--- config.mk ---
export PLATFORM = sky130hd
export DESIGN_NAME = gpio_edge_bank
export DESIGN_NICKNAME = d
export VERILOG_FILES = /design/src/rtl/gpio_edge_pkg.sv /design/src/rtl/gpio_edge_sync.sv /design/src/rtl/gpio_edge_regs.sv /design/src/rtl/gpio_edge_detect.sv /design/src/rtl/gpio_edge_bank.sv
export SDC_FILE = /design/constraint.sdc
export NUM_CORES = 1
export LEC_CHECK = 0
export BUFFER_PORTS_ARGS = -buffer_cell sky130_fd_sc_hd__buf_2
export CORE_ASPECT_RATIO = 0.7
export CORE_UTILIZATION = 50
export CTS_BUF_LIST = sky130_fd_sc_hd__clkbuf_4
export DETAILED_ROUTE_END_ITERATION = 12
export PLACE_DENSITY_LB_ADDON = 0.1
export SKIP_LAST_GASP = 1
export SYNTH_ARGS = -nofsm -noshare
export SYNTH_HDL_FRONTEND = slang
export SYNTH_HIERARCHICAL = 1
export SYNTH_SLANG_ARGS = --single-unit
--- constraint.sdc ---
create_clock -name clk_i -period 3.7 [get_ports clk_i]
set_input_delay 0.74 -clock clk_i [delete_from_list [all_inputs] [get_ports clk_i]]
set_output_delay 0.74 -clock clk_i [all_outputs]
set_load 0.02 [all_outputs]
--- src/rtl/gpio_edge_pkg.sv ---
package gpio_edge_pkg;
  localparam int unsigned ADDR_W = 8;

  localparam logic [ADDR_W-1:0] OFF_LEVEL = 8'h00;
  localparam logic [ADDR_W-1:0] OFF_DIR   = 8'h0C;
  localparam logic [ADDR_W-1:0] OFF_SET   = 8'h18;
  localparam logic [ADDR_W-1:0] OFF_CLR   = 8'h24;
  localparam logic [ADDR_W-1:0] OFF_RISE  = 8'h30;
  localparam logic [ADDR_W-1:0] OFF_FALL  = 8'h3C;
  localparam logic [ADDR_W-1:0] OFF_EDGE  = 8'h48;

  typedef enum logic [2:0] {
    SEL_NONE, SEL_LEVEL, SEL_DIR, SEL_SET, SEL_CLR, SEL_RISE, SEL_FALL, SEL_EDGE
  } reg_sel_e;

  function automatic reg_sel_e decode_sel(input logic [ADDR_W-1:0] a);
    reg_sel_e s;
    case (a)
      OFF_LEVEL: s = SEL_LEVEL;
      OFF_DIR:   s = SEL_DIR;
      OFF_SET:   s = SEL_SET;
      OFF_CLR:   s = SEL_CLR;
      OFF_RISE:  s = SEL_RISE;
      OFF_FALL:  s = SEL_FALL;
      OFF_EDGE:  s = SEL_EDGE;
      default:   s = SEL_NONE;
    endcase
    return s;
  endfunction
endpackage

--- src/rtl/gpio_edge_sync.sv ---
module gpio_edge_sync #(
  parameter int unsigned W      = 32,
  parameter int unsigned STAGES = 2
) (
  input  logic         clk_i,
  input  logic         rst_ni,
  input  logic [W-1:0] d_i,
  output logic [W-1:0] q_o
);
  logic [STAGES-1:0][W-1:0] stage_q;

  always_ff @(posedge clk_i or negedge rst_ni) begin
    if (!rst_ni) begin
      stage_q <= '0;
    end else begin
      stage_q[0] <= d_i;
      for (int s = 1; s < int'(STAGES); s++) stage_q[s] <= stage_q[s-1];
    end
  end

  assign q_o = stage_q[STAGES-1];
endmodule

--- src/rtl/gpio_edge_regs.sv ---
module gpio_edge_regs
  import gpio_edge_pkg::*;
#(
  parameter int unsigned W = 32
) (
  input  logic         clk_i,
  input  logic         rst_ni,
  input  logic         wr_i,
  input  reg_sel_e     sel_i,
  input  logic [W-1:0] wdata_i,
  output logic [W-1:0] out_q_o,
  output logic [W-1:0] dir_q_o,
  output logic [W-1:0] rise_en_o,
  output logic [W-1:0] fall_en_o
);
  logic [W-1:0] out_q, dir_q, rise_q, fall_q;

  always_ff @(posedge clk_i or negedge rst_ni) begin
    if (!rst_ni) begin
      out_q  <= '0;
      dir_q  <= '0;
      rise_q <= '0;
      fall_q <= '0;
    end else if (wr_i) begin
      case (sel_i)
        SEL_SET:  out_q  <= out_q | wdata_i;
        SEL_CLR:  out_q  <= out_q & ~wdata_i;
        SEL_DIR:  dir_q  <= wdata_i;
        SEL_RISE: rise_q <= wdata_i;
        SEL_FALL: fall_q <= wdata_i;
        default: ;
      endcase
    end
  end

  assign out_q_o   = out_q;
  assign dir_q_o   = dir_q;
  assign rise_en_o = rise_q;
  assign fall_en_o = fall_q;
endmodule

--- src/rtl/gpio_edge_detect.sv ---
module gpio_edge_detect #(
  parameter int unsigned W = 32
) (
  input  logic         clk_i,
  input  logic         rst_ni,
  input  logic [W-1:0] lvl_i,
  input  logic [W-1:0] rise_en_i,
  input  logic [W-1:0] fall_en_i,
  input  logic [W-1:0] clr_i,
  output logic [W-1:0] status_o,
  output logic         irq_o
);
  for (genvar i = 0; i < int'(W); i++) begin : g_pin
    logic prev_q, st_q, hit;

    assign hit = (lvl_i[i] & ~prev_q & rise_en_i[i]) |
                 (~lvl_i[i] & prev_q & fall_en_i[i]);

    always_ff @(posedge clk_i or negedge rst_ni) begin
      if (!rst_ni) begin
        prev_q <= 1'b0;
        st_q   <= 1'b0;
      end else begin
        prev_q <= lvl_i[i];
        // a new edge overrides a concurrent clear
        st_q   <= hit | (st_q & ~clr_i[i]);
      end
    end

    assign status_o[i] = st_q;
  end

  assign irq_o = |status_o;
endmodule

--- src/rtl/gpio_edge_bank.sv ---
module gpio_edge_bank
  import gpio_edge_pkg::*;
#(
  parameter int unsigned NPINS       = 32,
  parameter int unsigned SYNC_STAGES = 2
) (
  input  logic              clk_i,
  input  logic              rst_ni,
  input  logic [ADDR_W-1:0] addr_i,
  input  logic [NPINS-1:0]  wdata_i,
  input  logic              wr_i,
  input  logic              rd_i,
  output logic [NPINS-1:0]  rdata_o,
  input  logic [NPINS-1:0]  pin_i,
  output logic [NPINS-1:0]  pin_o,
  output logic [NPINS-1:0]  pin_oe_o,
  output logic              irq_o
);
  reg_sel_e         sel;
  logic [NPINS-1:0] lvl, out_q, dir_q, rise_en, fall_en, clr_mask, status;

  assign sel      = decode_sel(addr_i);
  assign clr_mask = (wr_i && sel == SEL_EDGE) ? wdata_i : '0;

  gpio_edge_sync #(.W(NPINS), .STAGES(SYNC_STAGES)) u_sync (
    .clk_i  (clk_i),
    .rst_ni (rst_ni),
    .d_i    (pin_i),
    .q_o    (lvl)
  );

  gpio_edge_regs #(.W(NPINS)) u_regs (
    .clk_i     (clk_i),
    .rst_ni    (rst_ni),
    .wr_i      (wr_i),
    .sel_i     (sel),
    .wdata_i   (wdata_i),
    .out_q_o   (out_q),
    .dir_q_o   (dir_q),
    .rise_en_o (rise_en),
    .fall_en_o (fall_en)
  );

  gpio_edge_detect #(.W(NPINS)) u_detect (
    .clk_i     (clk_i),
    .rst_ni    (rst_ni),
    .lvl_i     (lvl),
    .rise_en_i (rise_en),
    .fall_en_i (fall_en),
    .clr_i     (clr_mask),
    .status_o  (status),
    .irq_o     (irq_o)
  );

  always_comb begin
    rdata_o = '0;
    if (rd_i) begin
      case (sel)
        SEL_LEVEL: rdata_o = lvl;
        SEL_DIR:   rdata_o = dir_q;
        SEL_RISE:  rdata_o = rise_en;
        SEL_FALL:  rdata_o = fall_en;
        SEL_EDGE:  rdata_o = status;
        default:   rdata_o = '0;
      endcase
    end
  end

  assign pin_o    = out_q;
  assign pin_oe_o = dir_q;
endmodule

### Word level (Yosys, flattened, before mapping)

Cells that the tools add are included.

| storage, ports and cells | value |
|---|---|
| output and inout port bits | 97 |
| bits in registers | 256 |

| operators by class | value |
|---|---|
| bitwise logic cells | 323 |
| muxes and demuxes | 5 |
| equality and inequality tests | 13 |
| reductions and logical operators | 8 |

Operators with widths:

| operator | count |
|---|---|
| AND 1 bit | 160 |
| case mux 32 bit (5 select lines) | 1 |
| NOT 1 bit | 96 |
| two-way mux 32 bit | 2 |
| bitwise OR 1 bit | 64 |
| case mux 32 bit (2 select lines) | 1 |
| AND 32 bit | 1 |
| NOT 32 bit | 1 |
| bitwise OR 32 bit | 1 |
| OR reduction 32 bit | 1 |
| equality test 8 x 6 -> 1 bit, second input constant | 3 |
| case mux 3 bit (7 select lines) | 1 |
| equality test 3 bit, second input constant | 4 |
| equality test 8 x 4 -> 1 bit, second input constant | 1 |
| equality test 8 x 5 -> 1 bit, second input constant | 1 |
| equality test 8 x 7 -> 1 bit, second input constant | 1 |
| logical NOT 8 bit | 1 |
| AND reduction 2 bit | 4 |
| equality test 3 x 2 -> 1 bit, second input constant | 2 |
| equality test 3 x 1 -> 1 bit, second input constant | 1 |
| nonzero test 2 bit | 1 |
| logical AND 1 bit | 1 |

### Depth between registers and ports, before layout

Gate-level depths: netlist (run 1).

| logic depth | value |
|---|---|
| depth in word-level cells | 8 |
| gate-level depth with buffers | 10 |
| gate-level depth less buffers | 6 |

### Hierarchy

Netlist (run 1), hierarchy kept.

By module, submodules not included:

| module | times used | area an instance (µm²) | sequential area each (µm²) | cells each |
|---|---|---|---|---|
| gpio_edge_regs | 1 | 5424.0 | 3203.1 | 357 |
| gpio_edge_detect | 1 | 2682.6 | 1601.5 | 239 |
| gpio_edge_sync | 1 | 1841.8 | 1601.5 | 96 |
| gpio_edge_bank | 1 | 1710.4 | 0.0 | 259 |

### Least setup slack after synthesis (run 1)

OpenSTA, ideal clock, no wires.

| timing | value |
|---|---|
| kind | input -> output |
| start point | input addr_i[5] |
| end point | output rdata_o[16] |
| path slack | 865 ps |
| data arrival time | 2095 ps |
| stages on the path | 6 |
| cell sequence | buf_4 > nor2_2 > nand2_1 > clkbuf_1 > o22a_1 > a21oi_1 |

| on the way | value |
|---|---|
| longest elaborated chain between the ends | 5 |

Ends and longest elaborated chain:

| element | line | text |
|---|---|---|
| from (decl) | gpio_edge_bank.sv:9 | `input logic [ADDR_W-1:0] addr_i,` |
| equality test 8 x 7 -> 1 bit (tied with other cells) | gpio_edge_pkg.sv:18 | `case (a)` |
| case mux 3 bit (7 select lines) (*) | gpio_edge_pkg.sv:18 |  |
| equality test 3 bit (tied with other cells) | gpio_edge_bank.sv:58 | `case (sel)` |
| case mux 32 bit (5 select lines) (*) | gpio_edge_bank.sv:58 |  |
| two-way mux 32 bit (*) | gpio_edge_bank.sv:57 | `if (rd_i) begin` |
| to (decl) | gpio_edge_bank.sv:13 | `output logic [NPINS-1:0] rdata_o,` |

Mark *: on every way between the ends. The rest lies on a longest branch, timed or not.

### Worst setup path in the final report (run 1)

| timing | value |
|---|---|
| start point | input addr_i[1] |
| end point | output rdata_o[31] |

The elaborated chain is that of the path after synthesis.

==> PnR_summary.wiki, run 1 <==
{| class="wikitable"
! Metric !! Value
|-
| Status || finished clean
|-
| Syn nets || 1,027
|-
| Place WS || 0.307 ns
|-
| Count of input and output buffers || 172
|-
| Total via count in the routed design || 8,496
|-
| Distinct cells, synth || 48
|-
| First-pass iteration count of the detailed router || 5
|-
| Utilization of the core after routing || 58.0%
|-
| Global-route layer with the greatest usage || met1
|-
| Critical path type || primary input to primary output
|-
| RePlAce Congestion || 0.792
|-
| Met3 usage || 7.09%
|-
| Synthesis-stage register bit count || 256
|-
| Number of failing setup endpoints in the final timing report || 0
|-
| # rows || 46
|-
| Most frequent cell on the critical path || sky130_fd_sc_hd__buf_2
|-
| GRT Overall Usage || 26.1%
|-
| Final non-filler cell area || 13,200 um^2
|-
| Largest net degree at the start of global routing || 107
|-
| Average size of a mapped cell || 12.3 um^2
|-
| Reg clk slew, reported paths || 0.07 ns
|-
| Data required time of the critical path || 2.96 ns
|-
| Maximum fanout along the worst path || 32
|-
| Chip width || 185 um
|-
| Clock tree from TritonCTS || done
|-
| Antenna violations before repair || 2
|-
| Fin. max-slew vios || 0
|-
| Layout Skew || 0.0285 ns
|-
| Total clock buffers created by CTS || 66
|-
| Critical path data arrival time || 2.57 ns
|-
| Synthesis Warnings || 6
|-
| Fraction of final layout cells sized beyond drive strength 1 || 31.0%
|-
| Placed inst area || 12,400 um^2
|-
| Sort of element at the end of the critical path || primary output
|-
| Setup repair after global routing missed its margin || no
|-
| Clock tree root buffer cell || sky130_fd_sc_hd__clkbuf_4
|-
| Layout overhead on the synthesized area || 13.0%
|-
| Reg-to-reg critical path startpoint || u_sync/q_o[5]
|-
| First-pass GRT wire length || 46,800 um
|-
| Die area || 23,900 um^2
|-
| Bufs and invs on worst path || 3
|-
| Register-to-register setup slack || 2.83 ns
|-
| Detailed-route DRC error count || 0
|-
| Cell breakdown of the critical path || buf_2, or4_4, nor3_2, o21ai_4, buf_4, a21oi_1, buf_2
|-
| Post-cts resize count || 0
|-
| Total number of nets in the final design || 1,165
|-
| Cell with the largest stage delay on the worst path || sky130_fd_sc_hd__or4_4
|-
| Number of buffers inserted by post-CTS setup repair || 0
|-
| Total Neg Setup Slack || 0 ns
|-
| Detail-routed net length per standard cell || 21.4 um
|-
| Top flip-flop cell by instance count after synthesis || sky130_fd_sc_hd__dfrtp_1
|-
| Antenna-violating nets left || 0
|-
| Initial DRC Count || 591
|-
| Clock insertion delay at the later pin of the skew report || 0.66 ns
|-
| Path category of the worst min-delay check || primary input to async pin
|-
| Number of flops mapped to enable cells by yosys || 0
|-
| Starting utilization of the core area || 51.3%
|-
| Leakage dissipation || 6.34 nW
|-
| Share of the yosys chip area belonging to registers || 54.9%
|-
| Minimum setup slack in the final design || 0.388 ns
|-
| Ys async rst share || 100%
|-
| Period utilization || 89.5%
|-
| Number of cells produced by synthesis || 951
|-
| Global-route track usage on met1 || 39.9%
|-
| Post-layout min period || 3.31 ns
|-
| Power per Cell Area || 458 nW/um^2
|-
| Post-DP HPWL || 19,600 um
|-
| Met2 demand-to-capacity share in global routing || 35.6%
|-
| Core area || 22,700 um^2
|-
| Residual overflow from global routing || 0
|-
| Die Height || 130 um
|-
| Syn Std Cell Area || 11,700 um^2
|-
| Via count of the first global-routing pass || 8,028
|-
| Peak ir drop on the vdd network || 0.246 mV
|-
| Transition time at the pin with the least slew margin || 0.865 ns
|-
| Count of boundary I/O pins || 173
|-
| Deepest level of the CTS H-tree || 3
|-
| Ratio of routed vias to standard cells || 5.91
|-
| R2R Path End || u_detect/g_pin[5].st_q
|-
| Critical Path Max Stage Delay || 0.58 ns
|-
| Final wirelength || 30,700 um
|-
| Maximum number of buffers from clock root to sink || 3
|-
| Number of cells on the worst reg-to-reg path || 3
|-
| # hold bufs at CTS || 0
|-
| Remaining max-slew budget at the tightest pin || 42.2%
|-
| TritonCTS Sinks || 256
|-
| Fmax || 302 MHz
|-
| Max-cap violations || 0
|-
| Startpoint Class || primary input
|-
| Family of cells with the greatest summed delay on the critical path || simple AND/OR/NAND/NOR gates
|-
| Count of final hold-check violations || 0
|}
kinds of logic (layout without fill, tap and decap cells):
logic type / after synthesis / count (layout) / synth area share, %
xor+xnor: 4 / 4 / 0.300
compound gates: 234 / 234 / 15.8
simple gates: 189 / 189 / 9.92
flops: 256 / 256 / 54.9
mux: 97 / 97 / 10.3
buf+inv: 171 / 344 / 8.75
other cells: 0 / 1 / 0
layout make-up:
class,count,area [um^2]
Timing Repair Buffer,203,1150
Clock buffer,93,698
Clock inverter,10,116
Multi-Input combinational cell,524,4270
Sequential cell,256,6410
Inverter,38,143
Fill cell,1974,9550
Antenna cell,1,2.50
Tap cell,312,390
Yosys cell counts, drive strengths merged (6+ instances only):
| master | count | area, um^2 |
|---|---|---|
| nor4 | 9 | 77.6 |
| mux2 | 96 | 1190 |
| a311oi | 31 | 272 |
| and3 | 33 | 206 |
| o21ai | 6 | 30.0 |
| a32oi | 17 | 149 |
| a22o | 6 | 52.6 |
| inv | 38 | 143 |
| o221ai | 28 | 245 |
| a41oi | 32 | 280 |
| o22a | 26 | 228 |
| nand3b | 29 | 218 |
| clkbuf | 25 | 104 |
| nand2 | 63 | 236 |
| a22oi | 53 | 398 |
| dfrtp | 256 | 6410 |
| buf | 108 | 773 |
| nor2b | 31 | 194 |
| a21oi | 32 | 160 |
per-layer routing:
layer,vias to the layer above,share of wire (%)
li1,3793,-
met1,4314,49
met2,345,42
met3,42,7.6
met4,2,1.6
met5,-,0.026
power by group:
part	switching, mW	internal [mW]	total (mW)
sequential	0.109	2.93	3.04
clock	1.12	1.35	2.47
combinational	0.313	0.210	0.523
total	1.54	4.49	6.04
cells in the final DEF, fill, tap and decap left out, drive strengths merged, types with 2 or more instances in the layout:
master | Yosys | routed
a21oi | 32 | 32
a22o | 6 | 6
a22oi | 53 | 53
a311oi | 31 | 31
a32oi | 17 | 17
a41oi | 32 | 32
and2 | 4 | 4
and3 | 33 | 33
buf | 108 | 203
bufinv | 0 | 3
clkbuf | 25 | 93
clkinv | 0 | 4
dfrtp | 256 | 256
inv | 38 | 41
mux2 | 96 | 96
nand2 | 63 | 63
nand3b | 29 | 29
nand4 | 2 | 2
nand4b | 2 | 2
nor2 | 4 | 4
nor2b | 31 | 31
nor3 | 4 | 4
nor4 | 9 | 9
o21ai | 6 | 6
o221ai | 28 | 28
o22a | 26 | 26
xor2 | 4 | 4
worst max path at each step:
| stage | start | end | slack, ns | cells after the start |
|---|---|---|---|---|
| global route | addr_i[1] | rdata_o[31] | 0.28 | 7 |
| finish | addr_i[1] | rdata_o[31] | 0.39 | 7 |
| detailed placement | addr_i[1] | u_regs/rise_en_o[19] | 0.31 | 5 |
| global placement | addr_i[4] | u_regs/fall_en_o[18] | 0.36 | 7 |
| floorplan | addr_i[5] | rdata_o[16] | 0.86 | 6 |
| CTS | addr_i[1] | rdata_o[31] | 0.40 | 7 |
stage by stage:
stage	total power, mW	hold slack [ns]	instances
2_1_floorplan	3.38	0.331	951
3_3_place_gp	3.61	0.334	1333
3_5_place_dp	3.62	0.335	1333
4_1_cts	6.12	0.110	1436
5_1_grt	6.32	0.117	1437
6_report	6.04	0.161	1437
Power figures use the tool's default switching activity.
==> inputs of run 2 (changes only) <==
BUFFER_PORTS_ARGS = not set   (was -buffer_cell sky130_fd_sc_hd__buf_2)
DONT_BUFFER_PORTS = 1   (was not set)
GPL_TIMING_DRIVEN = 0   (was not set)
==> run 2 against run 1 <==
The run now ends with negative hold slack left. Wire length increased by 9.8%. Via count fell by 1.8%. Sequential power is 3% higher. Maximum frequency down 7.3%. Global-route usage grew 2.8 points. Clock power fell by 2%. Count of clock-buffer cells in the layout is 1 lower. Combinational power shrank 36%. Die area did not move. Cell area decreased by 2.1%. Worst setup slack got worse by 0.26 ns. Critical path depth stayed put.
==> PnR_summary.wiki, run 2 (synthesized netlist as in run 1, its figures left out) <==
{| class="wikitable"
! Metric !! Value
|-
| Status || finished with violations
|-
| Violated checks || negative hold slack
|-
| Die area || 23,900 um^2 (unchanged)
|-
| Period utilization || 96.5% (+7.0 points)
|-
| First-pass iteration count of the detailed router || 5 (unchanged)
|-
| First-pass GRT wire length || 50,500 um (+8.0%)
|-
| Detailed-route DRC error count || 0 (unchanged)
|-
| Largest net degree at the start of global routing || 257 (+140%)
|-
| Path category of the worst min-delay check || primary input to async pin
|-
| Die Height || 130 um (unchanged)
|-
| Power per Cell Area || 454 nW/um^2 (-0.80%)
|-
| TritonCTS Sinks || 256 (unchanged)
|-
| Post-layout min period || 3.57 ns (+0.260 ns)
|-
| Reg clk slew, reported paths || 0.07 ns (about the same)
|-
| Count of final hold-check violations || 256 (+256)
|-
| Number of buffers inserted by post-CTS setup repair || 0 (unchanged)
|-
| Core area || 22,700 um^2 (unchanged)
|-
| Clock tree from TritonCTS || done
|-
| Clock tree root buffer cell || sky130_fd_sc_hd__clkbuf_4
|-
| Placed inst area || 12,000 um^2 (-2.5%)
|-
| Peak ir drop on the vdd network || 0.289 mV (+18%)
|-
| Antenna-violating nets left || 0 (unchanged)
|-
| Detail-routed net length per standard cell || 24.4 um (+14%)
|-
| Deepest level of the CTS H-tree || 3 (unchanged)
|-
| Total number of nets in the final design || 1,100 (-5.6%)
|-
| # hold bufs at CTS || 4 (+4)
|-
| Cell with the largest stage delay on the worst path || sky130_fd_sc_hd__clkbuf_1
|-
| Remaining max-slew budget at the tightest pin || 38.6% (-3.7 points)
|-
| Total clock buffers created by CTS || 67 (+1.5%)
|-
| Total Neg Setup Slack || 0 ns (unchanged)
|-
| Critical Path Max Stage Delay || 0.47 ns (-0.11 ns)
|-
| Post-Layout Cell Count || 1,383 (-3.8%)
|-
| RePlAce Congestion || 0.865 (+9.2%)
|-
| Cell breakdown of the critical path || buf_4, and2_1, buf_2, nand2_1, clkbuf_1, o22a_1, a21oi_1
|-
| Chip width || 185 um (unchanged)
|-
| GRT Overall Usage || 28.9% (+2.8 points)
|-
| Clock insertion delay at the later pin of the skew report || 0.72 ns (+0.06 ns)
|-
| Via count of the first global-routing pass || 8,271 (+3.0%)
|-
| Residual overflow from global routing || 0 (unchanged)
|-
| Minimum hold slack || -0.251 ns (-0.412 ns)
|-
| Starting utilization of the core area || 51.3% (unchanged)
|-
| Maximum fanout along the worst path || 10 (-69%)
|-
| Maximum number of buffers from clock root to sink || 3 (unchanged)
|-
| Max-cap violations || 0 (unchanged)
|-
| Count of input and output buffers || 0 (-100%)
|-
| Filler cell count || 1,962 (-0.61%)
|-
| Layout Skew || 0.0447 ns (+0.0161 ns)
|-
| Most used cells in the layout excluding fill and tap cells || sky130_fd_sc_hd__dfrtp_1, sky130_fd_sc_hd__clkbuf_4, sky130_fd_sc_hd__buf_4
|-
| Layout overhead on the synthesized area || 10.7%
|-
| Post-placement cell count || 1,263 (-5.3%)
|-
| Leakage dissipation || 5.90 nW (-6.9%)
|-
| Final wirelength || 33,700 um (+9.8%)
|-
| Setup repair after global routing missed its margin || no
|-
| Transition time at the pin with the least slew margin || 0.922 ns (+0.0565 ns)
|-
| Data required time of the critical path || 2.96 ns (about the same)
|-
| Final non-filler cell area || 12,900 um^2 (-2.1%)
|-
| Total via count in the routed design || 8,341 (-1.8%)
|-
| Critical path data arrival time || 2.83 ns (+0.26 ns)
|-
| Fraction of final layout cells sized beyond drive strength 1 || 23.3% (-7.8 points)
|-
| Initial DRC Count || 675 (+14%)
|-
| # rows || 46 (unchanged)
|-
| Ratio of routed vias to standard cells || 6.03 (+2.0%)
|-
| Post-DP HPWL || 22,300 um (+14%)
|-
| Critical path type || primary input to primary output
|-
| Fin. max-slew vios || 0 (unchanged)
|-
| Commonest non-fill, non-tap cell in the layout || sky130_fd_sc_hd__dfrtp_1
|-
| Startpoint Class || primary input
|-
| Number of failing setup endpoints in the final timing report || 0 (unchanged)
|-
| Sort of element at the end of the critical path || primary output
|-
| Fmax || 280 MHz (-7.3%)
|-
| Count of boundary I/O pins || 173 (unchanged)
|-
| Antenna violations before repair || 1 (-1)
|-
| Sum of internal, switching and leakage power || 5.87 mW (-2.9%)
|}
run 2: cell types whose count changed in the layout (fill, tap and decap cells not counted), moves of 2 or more:
cell / before / now
sky130_fd_sc_hd__clkinv_1: 4 / 15
sky130_fd_sc_hd__dlygate4sd3_1: 0 / 4
sky130_fd_sc_hd__buf_4: 27 / 73
sky130_fd_sc_hd__buf_6: 0 / 8
sky130_fd_sc_hd__buf_12: 4 / 0
sky130_fd_sc_hd__buf_2: 171 / 27
sky130_fd_sc_hd__clkinv_2: 0 / 3
sky130_fd_sc_hd__clkbuf_1: 0 / 24
sky130_fd_sc_hd__bufinv_16: 3 / 1
sky130_fd_sc_hd__nor2_1: 1 / 3
run 2: through the flow:
step           util, %  worst slack (ns)  hold WS, ns
2_1_floorplan        -             0.865        0.331
3_3_place_gp      53.0            0.0812        0.333
3_5_place_dp      53.0            0.0798        0.335
4_1_cts           56.7            0.0646       -0.326
5_1_grt           56.8            0.0507       -0.321
6_report          56.8             0.128       -0.251
run 2: worst paths after layout:
check	startpoint	cells past startpoint	end	slack, ns
max	addr_i[4]	7	rdata_o[10]	0.13
min	rst_ni	0	u_detect/g_pin[0].st_q	-0.25
max reg2reg	register	2	register	2.69
min reg2reg	u_sync/stage_q[7]	0	u_sync/q_o[7]	0.31
max in group asynchronous	rst_ni	0	u_regs/rise_en_o[14]	3.68
min in group clk_i	pin_i[31]	0	u_sync/stage_q[31]	0.07
run 2: timing repair:
item	CTS	global route
hold endpoints to repair	260	256
setup endpoints to repair	0	1
gates resized for setup	0	1
run 2: worst max-delay path: cells and delay by family:
kind | cells | cell delay, ns
AO/OA/AOI/OAI | 2 | 0.75
buffers and inverters | 3 | 0.84
AND/OR/NAND/NOR | 2 | 0.48
run 2: cell type report:
class                   count  area (um^2)  share of cell area (%)
inverters                  38          143                    1.11
well taps                 312          390                    3.02
plain buffers             133          877                    6.80
clock inverters            23          120                   0.931
flip-flops and latches    256         6410                    49.6
multi-input cells         524         4240                    32.8
diodes                      1         2.50                  0.0194
repair buffers              4         40.0                   0.310
clock buffers              92          691                    5.35
run 2: per-layer routing:
layer	part of all wire, %	GRT usage, %	wire length [um]
met1	45	41.8	15300
met5	0	0	0
met4	2.0	10.9	669
met2	42	40.2	14300
met3	10	9.41	3460
run 2: power by group:
part	internal (mW)	switching, mW	total (mW)	leakage [nW]
registers	2.93	0.189	3.12	3.17
clock network	1.22	1.19	2.41	0.486
logic	0.180	0.153	0.333	2.25
total	4.33	1.53	5.87	5.90
==> inputs of run 3 (changes only) <==
ABC_AREA = 1   (was not set)
==> run 3 against run 2 <==
The run still ends with negative hold slack left. Via count is 13% higher. Area after synthesis shrank 1.2%. Clock power is 8% lower. Global-route usage hardly changed. Sequential cell count did not move. Worst setup slack better by 0.53 ns. Critical path type unchanged. Largest power group unchanged. Highest routed layer unchanged.
==> PnR_summary.wiki, run 3 <==
{| class="wikitable"
! Metric !! Value
|-
| Detailed-route DRC error count || 0 (unchanged)
|-
| Reg clk slew, reported paths || 0.06 ns (about the same)
|-
| Synthesis-stage register bit count || 256 (unchanged)
|-
| Layout Skew || 0.0384 ns (-0.00622 ns)
|-
| Antenna-violating nets left || 0 (unchanged)
|-
| Syn nets || 1,435 (+40%)
|-
| Clock tree root buffer cell || sky130_fd_sc_hd__clkbuf_4
|-
| Average size of a mapped cell || 8.48 um^2 (-31%)
|-
| Fmax || 329 MHz (+18%)
|-
| Period utilization || 82.1% (-14 points)
|-
| Share of the synthesized area in the top cell type || 55.6% (+0.66 points)
|-
| Data required time of the critical path || 2.96 ns (about the same)
|-
| Peak ir drop on the vdd network || 0.267 mV (-7.7%)
|-
| Post-layout min period || 3.04 ns (-0.534 ns)
|-
| Starting utilization of the core area || 50.9% (-0.35 points)
|-
| Sum of internal, switching and leakage power || 5.82 mW (-0.76%)
|-
| Startpoint Class || primary input
|-
| Detail-routed net length per standard cell || 18.5 um (-24%)
|-
| Number of buffers inserted by post-CTS setup repair || 0 (unchanged)
|-
| Maximum fanout along the worst path || 10 (unchanged)
|-
| Core area || 22,600 um^2 (-0.51%)
|-
| Total Neg Setup Slack || 0 ns (unchanged)
|-
| Leakage dissipation || 6.60 nW (+12%)
|-
| Syn Std Cell Area || 11,500 um^2 (-1.2%)
|-
| Count of final hold-check violations || 256 (unchanged)
|-
| Antenna violations before repair || 1 (unchanged)
|-
| Number of failing setup endpoints in the final timing report || 0 (unchanged)
|-
| Largest net degree at the start of global routing || 257 (unchanged)
|-
| Cell types with the highest counts after synthesis || sky130_fd_sc_hd__nand2_1, sky130_fd_sc_hd__dfrtp_1, sky130_fd_sc_hd__nand3_1
|-
| RePlAce Congestion || 0.862 (-0.37%)
|-
| Critical path data arrival time || 2.30 ns (-0.53 ns)
|-
| Fin. max-slew vios || 0 (unchanged)
|-
| Top flip-flop cell by instance count after synthesis || sky130_fd_sc_hd__dfrtp_1
|-
| Max-cap violations || 0 (unchanged)
|-
| Maximum number of buffers from clock root to sink || 3 (unchanged)
|-
| Distinct cells, synth || 24 (-50%)
|-
| Critical path type || primary input to primary output
|-
| Status || finished with violations
|-
| Ratio of routed vias to standard cells || 5.21 (-14%)
|-
| Reg-to-reg critical path startpoint || u_sync/q_o[0]
|-
| Layout overhead on the synthesized area || 11.8%
|-
| Via count of the first global-routing pass || 9,118 (+10%)
|-
| TritonCTS Sinks || 256 (unchanged)
|-
| Deepest level of the CTS H-tree || 2 (-1)
|-
| Die Height || 129 um (-0.59%)
|-
| Total number of nets in the final design || 1,520 (+38%)
|-
| Path category of the worst min-delay check || primary input to async pin
|-
| Initial DRC Count || 753 (+12%)
|-
| Transition time at the pin with the least slew margin || 0.661 ns (-0.260 ns)
|-
| Post-synthesis cell type with the largest combined area || sky130_fd_sc_hd__dfrtp_1
|-
| # rows || 46 (unchanged)
|-
| Post-cts resize count || 0 (unchanged)
|-
| Chip width || 183 um (-0.59%)
|-
| Filler cell count || 2,096 (+6.8%)
|-
| Number of cells produced by synthesis || 1,359 (+43%)
|-
| Sort of element at the end of the critical path || primary output
|-
| Share of the yosys chip area belonging to registers || 55.6% (+0.66 points)
|-
| Post-DP HPWL || 21,900 um (-1.5%)
|-
| Utilization of the core after routing || 56.9% (+0.15 points)
|-
| First-pass GRT wire length || 51,200 um (+1.3%)
|-
| Worst setup path startpoint || addr_i[7]
|-
| Commonest non-fill, non-tap cell in the layout || sky130_fd_sc_hd__nand2_1
|-
| Clock insertion delay at the later pin of the skew report || 0.75 ns (+0.03 ns)
|-
| Most used cells in the layout excluding fill and tap cells || sky130_fd_sc_hd__nand2_1, sky130_fd_sc_hd__dfrtp_1, sky130_fd_sc_hd__nand3_1
|-
| Ranking of synthesized cells by area || sky130_fd_sc_hd__dfrtp_1, sky130_fd_sc_hd__nand2_1, sky130_fd_sc_hd__nand3_1, sky130_fd_sc_hd__inv_1, sky130_fd_sc_hd__nor2_1
|-
| Leading cell type by number of instances after synthesis || sky130_fd_sc_hd__nand2_1
|-
| Final wirelength || 33,300 um (-1.2%)
|-
| Clock tree from TritonCTS || done
|-
| Number of cells on the worst reg-to-reg path || 4 (+2)
|-
| Register-to-register setup slack || 2.80 ns (+0.11 ns)
|-
| Minimum hold slack || -0.309 ns (-0.0575 ns)
|-
| Violated checks || negative hold slack
|-
| GRT Overall Usage || 28.9% (about the same)
|-
| Remaining max-slew budget at the tightest pin || 55.9% (+17 points)
|-
| Count of input and output buffers || 0 (unchanged)
|-
| Residual overflow from global routing || 0 (unchanged)
|-
| Fraction of final layout cells sized beyond drive strength 1 || 14.6% (-8.6 points)
|-
| Power per Cell Area || 452 nW/um^2 (-0.51%)
|-
| First-pass iteration count of the detailed router || 6 (+1)
|-
| Total via count in the routed design || 9,392 (+13%)
|-
| Synthesis Warnings || 6 (unchanged)
|-
| Die area || 23,700 um^2 (-1.2%)
|-
| # hold bufs at CTS || 18 (+14)
|-
| Total clock buffers created by CTS || 60 (-10%)
|-
| Count of boundary I/O pins || 173 (unchanged)
|-
| Number of flops mapped to enable cells by yosys || 0 (unchanged)
|-
| Ys async rst share || 100% (unchanged)
|-
| Setup repair after global routing missed its margin || no
|}
## run 3: changes by cell type after synthesis, moves of 33 or more
| cell | before | now |
|---|---|---|
| sky130_fd_sc_hd__and3_1 | 33 | 0 |
| sky130_fd_sc_hd__inv_1 | 38 | 167 |
| sky130_fd_sc_hd__nand2_1 | 63 | 288 |
| sky130_fd_sc_hd__mux2_1 | 66 | 0 |
| sky130_fd_sc_hd__nor2_1 | 3 | 144 |
| sky130_fd_sc_hd__o21ai_1 | 1 | 56 |
| sky130_fd_sc_hd__nand3_1 | 0 | 196 |
| sky130_fd_sc_hd__a22oi_1 | 53 | 0 |
| sky130_fd_sc_hd__o21ai_0 | 5 | 71 |
## run 3: final cells by class
| class | instances | area (um^2) | area share [%] |
|---|---|---|---|
| Sequential cell | 256 | 6410 | 49.8 |
| Tap cell | 312 | 390 | 3.03 |
| Clock inverter | 19 | 71.3 | 0.554 |
| Buffer | 123 | 847 | 6.58 |
| Inverter | 173 | 649 | 5.04 |
| Multi-Input combinational cell | 807 | 3620 | 28.1 |
| Clock buffer | 88 | 661 | 5.13 |
| Timing Repair Buffer | 23 | 230 | 1.79 |
| Antenna cell | 1 | 2.50 | 0.0194 |
## run 3: where the power goes
| part | internal, mW | switching, mW |
|---|---|---|
| sequential | 2.98 | 0.282 |
| combinational | 0.144 | 0.188 |
| clock | 1.08 | 1.14 |
## run 3: final timing paths
check / to
worst max-delay path: rdata_o[0]
max in group asynchronous: u_detect/g_pin[26].prev_q
worst min-delay path: u_sync/q_o[3]
worst min register to register: u_sync/q_o[16]
worst max register to register: u_detect/g_pin[0].st_q
min in group clk_i: u_sync/stage_q[15]
## run 3: cell families (layout without fill, tap and decap cells)
group | Yosys count | count (layout) | synth area share [%]
other | 0 | 1 | 0
AO/OA/AOI/OAI | 161 | 161 | 7.69
buffers and inverters | 296 | 426 | 13.0
flip-flops | 256 | 256 | 55.6
AND/OR/NAND/NOR | 646 | 646 | 23.7
## run 3: metal layers
metal | wire length, um | vias up | track usage [%]
li1 | - | 4446 | -
met1 | 15000 | 4474 | 40.6
met2 | 14500 | 419 | 42.9
met3 | 3210 | 53 | 8.55
met4 | 630 | 0 | 9.46
met5 | 0 | - | 0
## run 3: stage by stage
stage | instances | cell area [um^2] | worst slack, ns
detailed placement | 1671 | 11900 | 0.582
floorplan | 1359 | 11500 | 1.21
global route | 1802 | 12900 | 0.584
finish | 1802 | 12900 | 0.662
CTS | 1796 | 12800 | 0.714
global placement | 1671 | 11900 | 0.619
## run 3: worst max-delay path: stages
cell                      delay [ns]
sky130_fd_sc_hd__nor2_1         0.15
sky130_fd_sc_hd__nand2_1        0.17
sky130_fd_sc_hd__inv_2          0.19
sky130_fd_sc_hd__buf_2          0.35
sky130_fd_sc_hd__nand3_1        0.12
sky130_fd_sc_hd__nand3_1        0.09
sky130_fd_sc_hd__nor2_1         0.04
sky130_fd_sc_hd__nor2_1         0.44
